### config.mk
export PLATFORM = sky130hd
export DESIGN_NAME = rstseq_top
export DESIGN_NICKNAME = d
export VERILOG_FILES = /design/src/rtl/rstseq_pkg.sv /design/src/rtl/rstseq_sync.sv /design/src/rtl/rstseq_fsm.sv /design/src/rtl/rstseq_rfhold.sv /design/src/rtl/rstseq_top.sv
export SDC_FILE = /design/constraint.sdc
export NUM_CORES = 1
export LEC_CHECK = 0
export BUFFER_PORTS_ARGS = -buffer_cell sky130_fd_sc_hd__buf_2
export CORE_ASPECT_RATIO = 1.1
export CORE_MARGIN = 5
export CORE_UTILIZATION = 40
export CTS_BUF_LIST = sky130_fd_sc_hd__clkbuf_4 sky130_fd_sc_hd__clkbuf_8
export DETAILED_ROUTE_END_ITERATION = 6
export PLACE_DENSITY = 0.87
export SETUP_SLACK_MARGIN = 0.3
export SLEW_MARGIN = 20
export SYNTH_ARGS = -nofsm -noshare
export SYNTH_HDL_FRONTEND = slang
export SYNTH_HIERARCHICAL = 1
export SYNTH_SLANG_ARGS = --single-unit
### constraint.sdc
create_clock -name clk_i -period 2.85 [get_ports clk_i]
set_input_delay 0.4275 -clock clk_i [delete_from_list [all_inputs] [get_ports clk_i]]
set_output_delay 0.4275 -clock clk_i [all_outputs]
set_load 0.02 [all_outputs]
### src/rtl/rstseq_pkg.sv
// Package: shared state type and helpers for the reset sequencer.
// Assumes two bits suffice to encode the four sequencer states.
package rstseq_pkg;

    typedef enum logic [1:0] {
        SEQ_COLD_HOLD = 2'd0,
        SEQ_WARM_HOLD = 2'd1,
        SEQ_LOW_POWER = 2'd2,
        SEQ_RUN       = 2'd3
    } seq_state_e;

    // True for either of the two hold states.
    function automatic logic seq_is_hold(seq_state_e s);
        return (s == SEQ_COLD_HOLD) || (s == SEQ_WARM_HOLD);
    endfunction

endpackage

### src/rtl/rstseq_sync.sv
// Module: multi-stage synchronizer for the asynchronous reset pin.
// Assumes STAGES >= 2. During power-on reset every stage clears to 0,
// so the pin is treated as asserted until fresh samples pass through.
module rstseq_sync #(
    parameter int STAGES = 2
) (
    input  logic clk_i,
    input  logic por_n_i,
    input  logic d_i,
    output logic q_o
);

    logic [STAGES-1:0] chain_q;

    // Shift the raw pin level through the synchronizer chain.
    always_ff @(posedge clk_i) begin
        if (!por_n_i) begin
            chain_q <= '0;
        end else begin
            chain_q <= {chain_q[STAGES-2:0], d_i};
        end
    end

    assign q_o = chain_q[STAGES-1];

endmodule

### src/rtl/rstseq_fsm.sv
// Module: four-state reset sequencer.
// Assumes pin_ok_i is already synchronized (1 = pin released). The pin
// takes priority over run_i, and cold hold waits for the pin release.
module rstseq_fsm
    import rstseq_pkg::*;
(
    input  logic       clk_i,
    input  logic       por_n_i,
    input  logic       pin_ok_i,
    input  logic       run_i,
    output seq_state_e state_o
);

    seq_state_e state_q;
    seq_state_e state_d;

    // Next-state selection; a low pin outranks the run command.
    always_comb begin
        state_d = state_q;
        unique case (state_q)
            SEQ_COLD_HOLD: if (pin_ok_i) state_d = SEQ_LOW_POWER;
            SEQ_WARM_HOLD: if (pin_ok_i) state_d = SEQ_RUN;
            SEQ_LOW_POWER: begin
                if (!pin_ok_i)  state_d = SEQ_WARM_HOLD;
                else if (run_i) state_d = SEQ_RUN;
            end
            SEQ_RUN:       if (!pin_ok_i) state_d = SEQ_WARM_HOLD;
            default:       state_d = SEQ_COLD_HOLD;
        endcase
    end

    // State register; power-on reset always lands in cold hold.
    always_ff @(posedge clk_i) begin
        if (!por_n_i) begin
            state_q <= SEQ_COLD_HOLD;
        end else begin
            state_q <= state_d;
        end
    end

    assign state_o = state_q;

endmodule

### src/rtl/rstseq_rfhold.sv
// Module: register-file reset stretcher.
// Holds its output high in any hold state and for TAIL_CYC cycles
// after the sequencer leaves one. Assumes TAIL_CYC >= 1.
module rstseq_rfhold
    import rstseq_pkg::*;
#(
    parameter int TAIL_CYC = 4
) (
    input  logic       clk_i,
    input  logic       por_n_i,
    input  seq_state_e state_i,
    output logic       rf_rst_o
);

    localparam int CW = $clog2(TAIL_CYC + 1);
    localparam logic [CW-1:0] TAIL_LOAD = CW'(TAIL_CYC);

    logic [CW-1:0] tail_q;
    logic          in_hold;

    assign in_hold = seq_is_hold(state_i);

    // Reload the tail while holding, then count it down to zero.
    always_ff @(posedge clk_i) begin
        if (!por_n_i) begin
            tail_q <= TAIL_LOAD;
        end else if (in_hold) begin
            tail_q <= TAIL_LOAD;
        end else if (tail_q != '0) begin
            tail_q <= tail_q - 1'b1;
        end
    end

    assign rf_rst_o = in_hold || (tail_q != '0);

endmodule

### src/rtl/rstseq_top.sv
// Module: cold/warm reset sequencer top.
// Synchronizes the reset pin, runs the state machine and stretches the
// register-file reset. Assumes por_n_i is synchronous to clk_i.
module rstseq_top
    import rstseq_pkg::*;
#(
    parameter int          IP_W        = 64,
    parameter logic [63:0] RESET_VEC   = 64'h0,
    parameter int          SYNC_STAGES = 2,
    parameter int          RF_TAIL     = 4
) (
    input  logic            clk_i,
    input  logic            por_n_i,
    input  logic            rst_pin_n_i,
    input  logic            run_i,
    output logic            fetch_en_o,
    output logic            low_pwr_o,
    output logic            rf_rst_o,
    output logic [IP_W-1:0] ip_init_o
);

    logic       pin_ok;
    seq_state_e state_q;

    rstseq_sync #(.STAGES(SYNC_STAGES)) sync_i (
        .clk_i   (clk_i),
        .por_n_i (por_n_i),
        .d_i     (rst_pin_n_i),
        .q_o     (pin_ok)
    );

    rstseq_fsm fsm_i (
        .clk_i    (clk_i),
        .por_n_i  (por_n_i),
        .pin_ok_i (pin_ok),
        .run_i    (run_i),
        .state_o  (state_q)
    );

    rstseq_rfhold #(.TAIL_CYC(RF_TAIL)) rfhold_i (
        .clk_i    (clk_i),
        .por_n_i  (por_n_i),
        .state_i  (state_q),
        .rf_rst_o (rf_rst_o)
    );

    // Output decode from the sequencer state.
    assign fetch_en_o = (state_q == SEQ_RUN);
    assign low_pwr_o  = (state_q == SEQ_LOW_POWER);
    assign ip_init_o  = RESET_VEC[IP_W-1:0];

endmodule

### After elaboration in Yosys (flattened, before gate mapping)

Index checks and enable logic that the tools add are counted.

| word-level totals | value |
|---|---|
| input bits | 4 |
| output and inout bits | 67 |
| logic and storage cells | 24 |
| register bits after elaboration | 7 |

| operators by class | value |
|---|---|
| multiplexer cells | 6 |
| bitwise logic cells | 1 |
| add/sub/neg operators | 1 |
| eq/ne operators | 7 |
| reductions and logical operators | 6 |

Operator list:

| operator | count |
|---|---|
| $mux 2 | 5 |
| $pmux 2 s4 | 1 |
| $ne 2x2->1 const B | 3 |
| $eq 2x2->1 const B | 2 |
| $reduce_and 4->1 | 1 |
| $ne 3x3->1 const B | 1 |
| $reduce_bool 3->1 | 1 |
| $sub 3x1->3 const B | 1 |
| $eq 2x1->1 const B | 1 |
| $logic_not 2->1 | 1 |
| $logic_or 1x1->1 | 2 |
| $reduce_or 2->1 | 1 |
| $not 1->1 | 1 |

### Logic depth before layout (Yosys ltp)

Gate-level depths: netlist (run 1).

| depth | value |
|---|---|
| depth in word-level cells | 3 |
| gate-level depth with buffers | 5 |
| depth with buffers taken out | 5 |

### Hierarchy

Netlist (run 1), hierarchy kept.

Modules (own cells, without submodules):

| module | area an instance (um2) | times used | cells an instance | seq. area each (um2) |
|---|---|---|---|---|
| rstseq_top | 500.5 | 1 | 67 | 0.0 |
| rstseq_rfhold | 162.7 | 1 | 17 | 60.1 |
| rstseq_fsm | 68.8 | 1 | 6 | 40.0 |
| rstseq_sync | 52.6 | 1 | 4 | 40.0 |

### Worst setup path before layout (run 1)

Ideal clock, no wire load.

| timing | value |
|---|---|
| path type | flip-flop to output port |
| from | reg rfhold_i.tail_q[0] |
| to | out rf_rst_o |
| path buffers | 0 |
| required time | 2.423 ns |
| data arrival time | 0.825 ns |
| setup slack | 1.598 ns |
| stages on the path, launching flop included | 4 |
| cells stage by stage | dfxtp_1 > inv_1 > ha_1 > nand3b_1 |

| on the way | value |
|---|---|
| cells in the longest elaborated chain, start to end | 2 |

RTL lines:

| what | RTL line | source |
|---|---|---|
| start, declared | rstseq_rfhold.sv:18 | `logic [CW-1:0] tail_q;` |
| start signal, assigned | rstseq_rfhold.sv:30 | `tail_q <= tail_q - 1'b1;` |
| $reduce_bool 3->1 | rstseq_rfhold.sv:34 | `assign rf_rst_o = in_hold \|\| (tail_q != '0);` |
| $logic_or 1x1->1 | rstseq_rfhold.sv:34 |  |
| end, declared | rstseq_top.sv:18 | `output logic rf_rst_o,` |

No other way between the ends.

### Final worst setup path (run 1)

Same ends and word-level chain as after synthesis.

==> results.json, run 1 <==
{
  "first_global_vias": 325,
  "vias": 381,
  "post-dp-hpwl_um": 923,
  "ys_warn_count": 6,
  "register_area_um2": 140,
  "ctsHoldBuffers": 0,
  "avgViaCountPerCell": 2.93,
  "cp-end-kind": "output pin",
  "clockBufferDepth": 2,
  "cap_violations": 0,
  "cp_cell_sequence": "inv_1 > ha_1 > nand3b_1 > buf_2",
  "die-area_um2": 2950,
  "fin_nets": 110,
  "grt_max_degree": 6,
  "period_minus_slack_ps": 1600,
  "switching_share": 0.408,
  "worstPathMaxFanout": 3,
  "critPathSlowestCell": "dfxtp_1",
  "postCtsSetupBuffers": 0,
  "die_w_um": 52.2,
  "required_ps": 2420,
  "powerDensity_nw_per_um2": 450,
  "antenna_found_initial": 0,
  "cts_max_level": 1,
  "ir_drop_mv": 0.204,
  "setup_violations": 0,
  "clk_pin_slew_ps": 50,
  "rsz0062_at_grt": "no",
  "start_util": 0.431,
  "cts_tree": "done",
  "p_sw_w": 0.000116,
  "overflow": 0,
  "track_usage": 0.0568,
  "clockPowerShare": 0.338,
  "intPower_w": 0.000169,
  "slew_violations": 0,
  "critical-path-max-stage-delay_ps": 340,
  "synth.avg_cell_area_um2": 8.35,
  "root_buffer": "clkbuf_4",
  "syn-instance-count": 94,
  "avgRoutedWirePerCell_um": 7.62,
  "numClockSinks": 7,
  "drt_iter0_markers": 1,
  "wl_um": 990,
  "port_buffers": 6,
  "n_antenna_cell": 0,
  "fin_setup_tns_ps": 0,
  "multi_input_area_um2": 389,
  "critPathKind": "reg -> out",
  "hold_class": "in -> reg",
  "p_leak_nw": 0.386,
  "synth-seq-cells": 7,
  "fmaxAchievable_ghz": 0.627,
  "ant_nets": 0,
  "status": "completed",
  "final_hold_viol_count": 0,
  "finClkSkew_ps": 1.29,
  "combPwrFrac": 0.303,
  "fin_ws_ps": 1250,
  "timing.final.crit_share": 0.560,
  "core_area_um2": 1820,
  "cts_inserted_buffers": 3,
  "ioPinCount": 71,
  "syn-cell-area_um2": 785,
  "die_h_um": 56.5,
  "pwr-share-seq": 0.359,
  "dr.pass1.iters": 2,
  "ys_seq_area_frac": 0.179,
  "place_ws_ps": 1500,
  "place_congestion": 0.627,
  "layout-drive-gt1-share": 0.155,
  "drc": 0,
  "area_growth_pct": -19.1,
  "cts_resized": 0,
  "ys_types": 18,
  "grt_pass1_wl_um": 1290,
  "insertion_delay_ps": 240,
  "start_kind": "flop",
  "fill_cells": 196,
  "rows": 16,
  "worstPathArrival_ps": 1170
}
==> cells in the mapped netlist, drive strengths merged <==
cell	n	share of area
a211oi	1	0.016
a21oi	1	0.0064
and2	4	0.035
and2b	1	0.011
buf	64	0.61
conb	1	0.0048
dfxtp	7	0.18
ha	2	0.032
inv	3	0.014
nand2	1	0.0048
nand2b	1	0.018
nand3b	1	0.0096
nor2	3	0.014
nor3b	1	0.016
o21ai	1	0.0064
o31ai	1	0.0096
xnor2	1	0.011
==> placed cells by master (no fill, tap or decap) <==
cell type	n
conb_1	64
dfxtp_1	7
buf_2	6
clkbuf_4	4
nor2_1	3
inv_1	3
and2_2	2
ha_1	2
and2_1	2
and2b_2	1
nor3b_2	1
o21ai_0	1
nand3b_1	1
nand2_1	1
a21oi_1	1
o31ai_1	1
nand2b_4	1
a211oi_2	1
xnor2_1	1
==> state kept, by name (all words and copies together), names as in the netlist <==
register         count
sync_i/chain_q       2
fsm_i/state_o        2
rfhold_i/tail_q      3
==> critical path, delay by kind of cell, from the launching register on <==
family	cells	cell delay, ps
DFF	1	340
and+or+nand+nor	1	90
adders and majority gates	1	250
buffers and inverters	2	240
==> layout make-up <==
class / instances / area share
clock buffers: 4 / 0.0473
inverters: 3 / 0.0178
multi-input cells: 83 / 0.613
flip-flops and latches: 7 / 0.221
well taps: 27 / 0.0533
repair buffers: 6 / 0.0473
==> through the flow <==
stage                     cell area [um2]  utilization  total power, W  cells  hold slack, ps
after global placement                604        0.332        0.000187    126             416
after floorplan                      1020            -        0.000251    157             412
after global routing                  634        0.348        0.000302    130             383
after detailed placement              604        0.332        0.000188    126             422
after CTS                             634        0.348        0.000288    130             368
final                                 634        0.348        0.000286    130             378
==> metal layers <==
metal / GRT usage / wire length [um]
met3: 0.0185 / 190
met4: 0.0438 / 0
met2: 0.0987 / 525
met1: 0.0526 / 273
met5: 0 / 0
==> logic make-up after synthesis <==
| group | share of synthesized area |
|---|---|
| and+or+nand+nor | 0.108 |
| other | 0.00478 |
| adders and majority gates | 0.0319 |
| buffers and inverters | 0.627 |
| DFF | 0.179 |
| xor gates and xnor gates | 0.0112 |
| AOI/OAI and AO/OA | 0.0383 |
==> path summary, 6_finish.rpt <==
kind                                                       from                              end  slack, ps  cells after the start
worst max-delay path            rfhold_i/tail_q[0]$_SDFFE_PP0P_                         rf_rst_o       1250                      4
worst min-delay path                                rst_pin_n_i     sync_i/chain_q[0]$_SDFF_PN0_        380                      2
worst max register to register  rfhold_i/tail_q[0]$_SDFFE_PP0P_  rfhold_i/tail_q[0]$_SDFFE_PP0P_       1800                      5
worst min register to register     sync_i/chain_q[0]$_SDFF_PN0_     sync_i/chain_q[1]$_SDFF_PN0_        440                      1
==> power groups by stage <==
stage	registers [W]	logic, W	clock network, W
final	0.000103	0.0000864	0.0000965
after global routing	0.000103	0.0000925	0.000107
after CTS	0.000103	0.0000834	0.000102
after detailed placement	0.000105	0.0000833	0
after global placement	0.000104	0.0000827	0
after floorplan	0.000104	0.000147	0
No activity file was read; power rests on OpenSTA's default activity.
==> inputs of run 2 (changes only) <==
--- a/config.mk
+++ b/config.mk
@@ -8,10 +8,10 @@
 export BUFFER_PORTS_ARGS = -buffer_cell sky130_fd_sc_hd__buf_2
 export CORE_ASPECT_RATIO = 1.1
 export CORE_MARGIN = 5
-export CORE_UTILIZATION = 40
+export CORE_UTILIZATION = 38
 export CTS_BUF_LIST = sky130_fd_sc_hd__clkbuf_4 sky130_fd_sc_hd__clkbuf_8
 export DETAILED_ROUTE_END_ITERATION = 6
-export PLACE_DENSITY = 0.87
+export PLACE_DENSITY = 0.84
 export SETUP_SLACK_MARGIN = 0.3
 export SLEW_MARGIN = 20
 export SYNTH_ARGS = -nofsm -noshare
==> constraint.sdc (replaced) <==
create_clock -name clk_i -period 1.5 [get_ports clk_i]
set_input_delay 0.225 -clock clk_i [delete_from_list [all_inputs] [get_ports clk_i]]
set_output_delay 0.225 -clock clk_i [all_outputs]
set_load 0.02 [all_outputs]
==> run 2 against run 1 <==
Effect of this change: sequential share of layout area fell by 1.2 points; register-to-register slack got worse by 1300 ps; via count grew 5.0%; hold slack got worse by 210 ps; setup slack got worse by 1000 ps; cell count increased by 3.8%; clock skew rose by 1.2 ps; critical endpoint unchanged.
==> results.json, run 2 (synthesized netlist as in run 1, its figures left out) <==
{
  "status": "completed",
  "fill_cells": 208,
  "drc": 0,
  "drt_iter0_markers": 0,
  "core_area_um2": 2000,
  "die_w_um": 53.3,
  "wl_um": 994,
  "total_power_w": 0.000554,
  "cap_violations": 0,
  "final_hold_viol_count": 0,
  "cts_max_level": 1,
  "hold_ws_ps": 168,
  "fin_setup_tns_ps": 0,
  "overflow": 0,
  "p_leak_nw": 0.412,
  "register_area_um2": 145,
  "fin_cells": 135,
  "place_congestion": 0.617,
  "cts_inserted_buffers": 3,
  "root_buffer": "clkbuf_4",
  "ioPinCount": 71,
  "start_util": 0.392,
  "n_antenna_cell": 0,
  "port_buffers": 6,
  "die-area_um2": 3070,
  "whs_path_depth": 2,
  "cp_cell_sequence": "inv_2 > ha_4 > nand3b_1 > buf_6",
  "timing.final.crit_share": 0.828,
  "cts_tree": "done",
  "track_usage": 0.0539,
  "fin_nets": 114,
  "largest_reg_flops": 3,
  "post-dp-hpwl_um": 852,
  "ir_drop_mv": 0.401,
  "reg2reg_depth": 6,
  "clockBufferDepth": 2,
  "top_register": "rfhold_i/tail_q",
  "vias": 400,
  "layout_common_cells": "conb_1 (64), clkbuf_4 (4), buf_4 (4), dfxtp_2 (4), buf_2 (4)",
  "critPathKind": "reg -> out",
  "first_global_vias": 305,
  "die_h_um": 57.7,
  "place_ws_ps": 374,
  "fin_ws_ps": 258,
  "critical-path-max-stage-delay_ps": 340,
  "layout-drive-gt1-share": 0.252,
  "worstPathMaxFanout": 2,
  "critPathSlowestCell": "dfxtp_2",
  "fmaxAchievable_ghz": 0.805,
  "antenna_found_initial": 0,
  "grt_pass1_wl_um": 1150,
  "multi_input_area_um2": 402,
  "avgRoutedWirePerCell_um": 7.36,
  "start_kind": "flop",
  "slew_violations": 0,
  "powerDensity_nw_per_um2": 797,
  "area_growth_pct": -11.3,
  "layout_commonest_cell": "conb_1",
  "ctsHoldBuffers": 0,
  "rsz0062_at_grt": "yes",
  "insertion_delay_ps": 250,
  "cp-end-kind": "output pin",
  "finClkSkew_ps": 2.51,
  "rows": 17,
  "hold_class": "in -> reg",
  "worstPathArrival_ps": 1020,
  "clk_pin_slew_ps": 50,
  "required_ps": 1270,
  "grt_max_degree": 6,
  "ant_nets": 0,
  "dr.pass1.iters": 1,
  "setup_violations": 0,
  "dpl.cell_count": 127,
  "period_minus_slack_ps": 1240,
  "avgViaCountPerCell": 2.96,
  "numClockSinks": 7
}
==> run 2: final timing paths <==
| check | start | to | slack [ps] |
|---|---|---|---|
| setup / recovery | rfhold_i/tail_q[0]$_SDFFE_PP0P_ | rf_rst_o | 260 |
| hold / removal | rst_pin_n_i | sync_i/chain_q[0]$_SDFF_PN0_ | 170 |
| setup reg to reg | rfhold_i/tail_q[0]$_SDFFE_PP0P_ | rfhold_i/tail_q[0]$_SDFFE_PP0P_ | 470 |
| hold reg to reg | sync_i/chain_q[0]$_SDFF_PN0_ | sync_i/chain_q[1]$_SDFF_PN0_ | 430 |
==> run 2: timing repair <==
item                       4_1_cts  5_1_grt
pin swaps                        1        0
setup endpoints to repair        2        3
buffers inserted                 4        0
gates cloned                     0        0
gates resized for setup          9        3
==> run 2: worst max-delay path, delay by kind of cell (launching register included) <==
family / cells / cell delay, ps
flip-flops: 1 / 340
adder cells (fa/ha/maj): 1 / 150
AND/OR/NAND/NOR: 1 / 100
buffers and inverters: 2 / 180
==> run 2: area by class of cell <==
| type | instances | area share |
|---|---|---|
| timing repair buffer | 10 | 0.104 |
| tap | 28 | 0.0504 |
| inverter | 3 | 0.0162 |
| multi-input combinational | 83 | 0.577 |
| sequential | 7 | 0.209 |
| clock buffer | 4 | 0.0432 |
==> run 2: per-layer routing <==
metal | vias up | track usage | part of all wire
met4 | 0 | 0.0547 | 0.033
met3 | 3 | 0.0231 | 0.19
met5 | - | 0 | 0
met1 | 173 | 0.0484 | 0.25
met2 | 40 | 0.0858 | 0.53
li1 | 184 | - | -
==> run 2: where the power goes <==
part / internal, W / switching (W)
Clock: 0.000120 / 0.0000692
Sequential: 0.000192 / 0.00000348
Combinational: 0.0000150 / 0.000155
==> run 2: through the flow <==
step / cell area, um2 / utilization
final: 696 / 0.348
after global routing: 696 / 0.348
after CTS: 688 / 0.344
after detailed placement: 606 / 0.303
after global placement: 606 / 0.303
after floorplan: 1020 / -
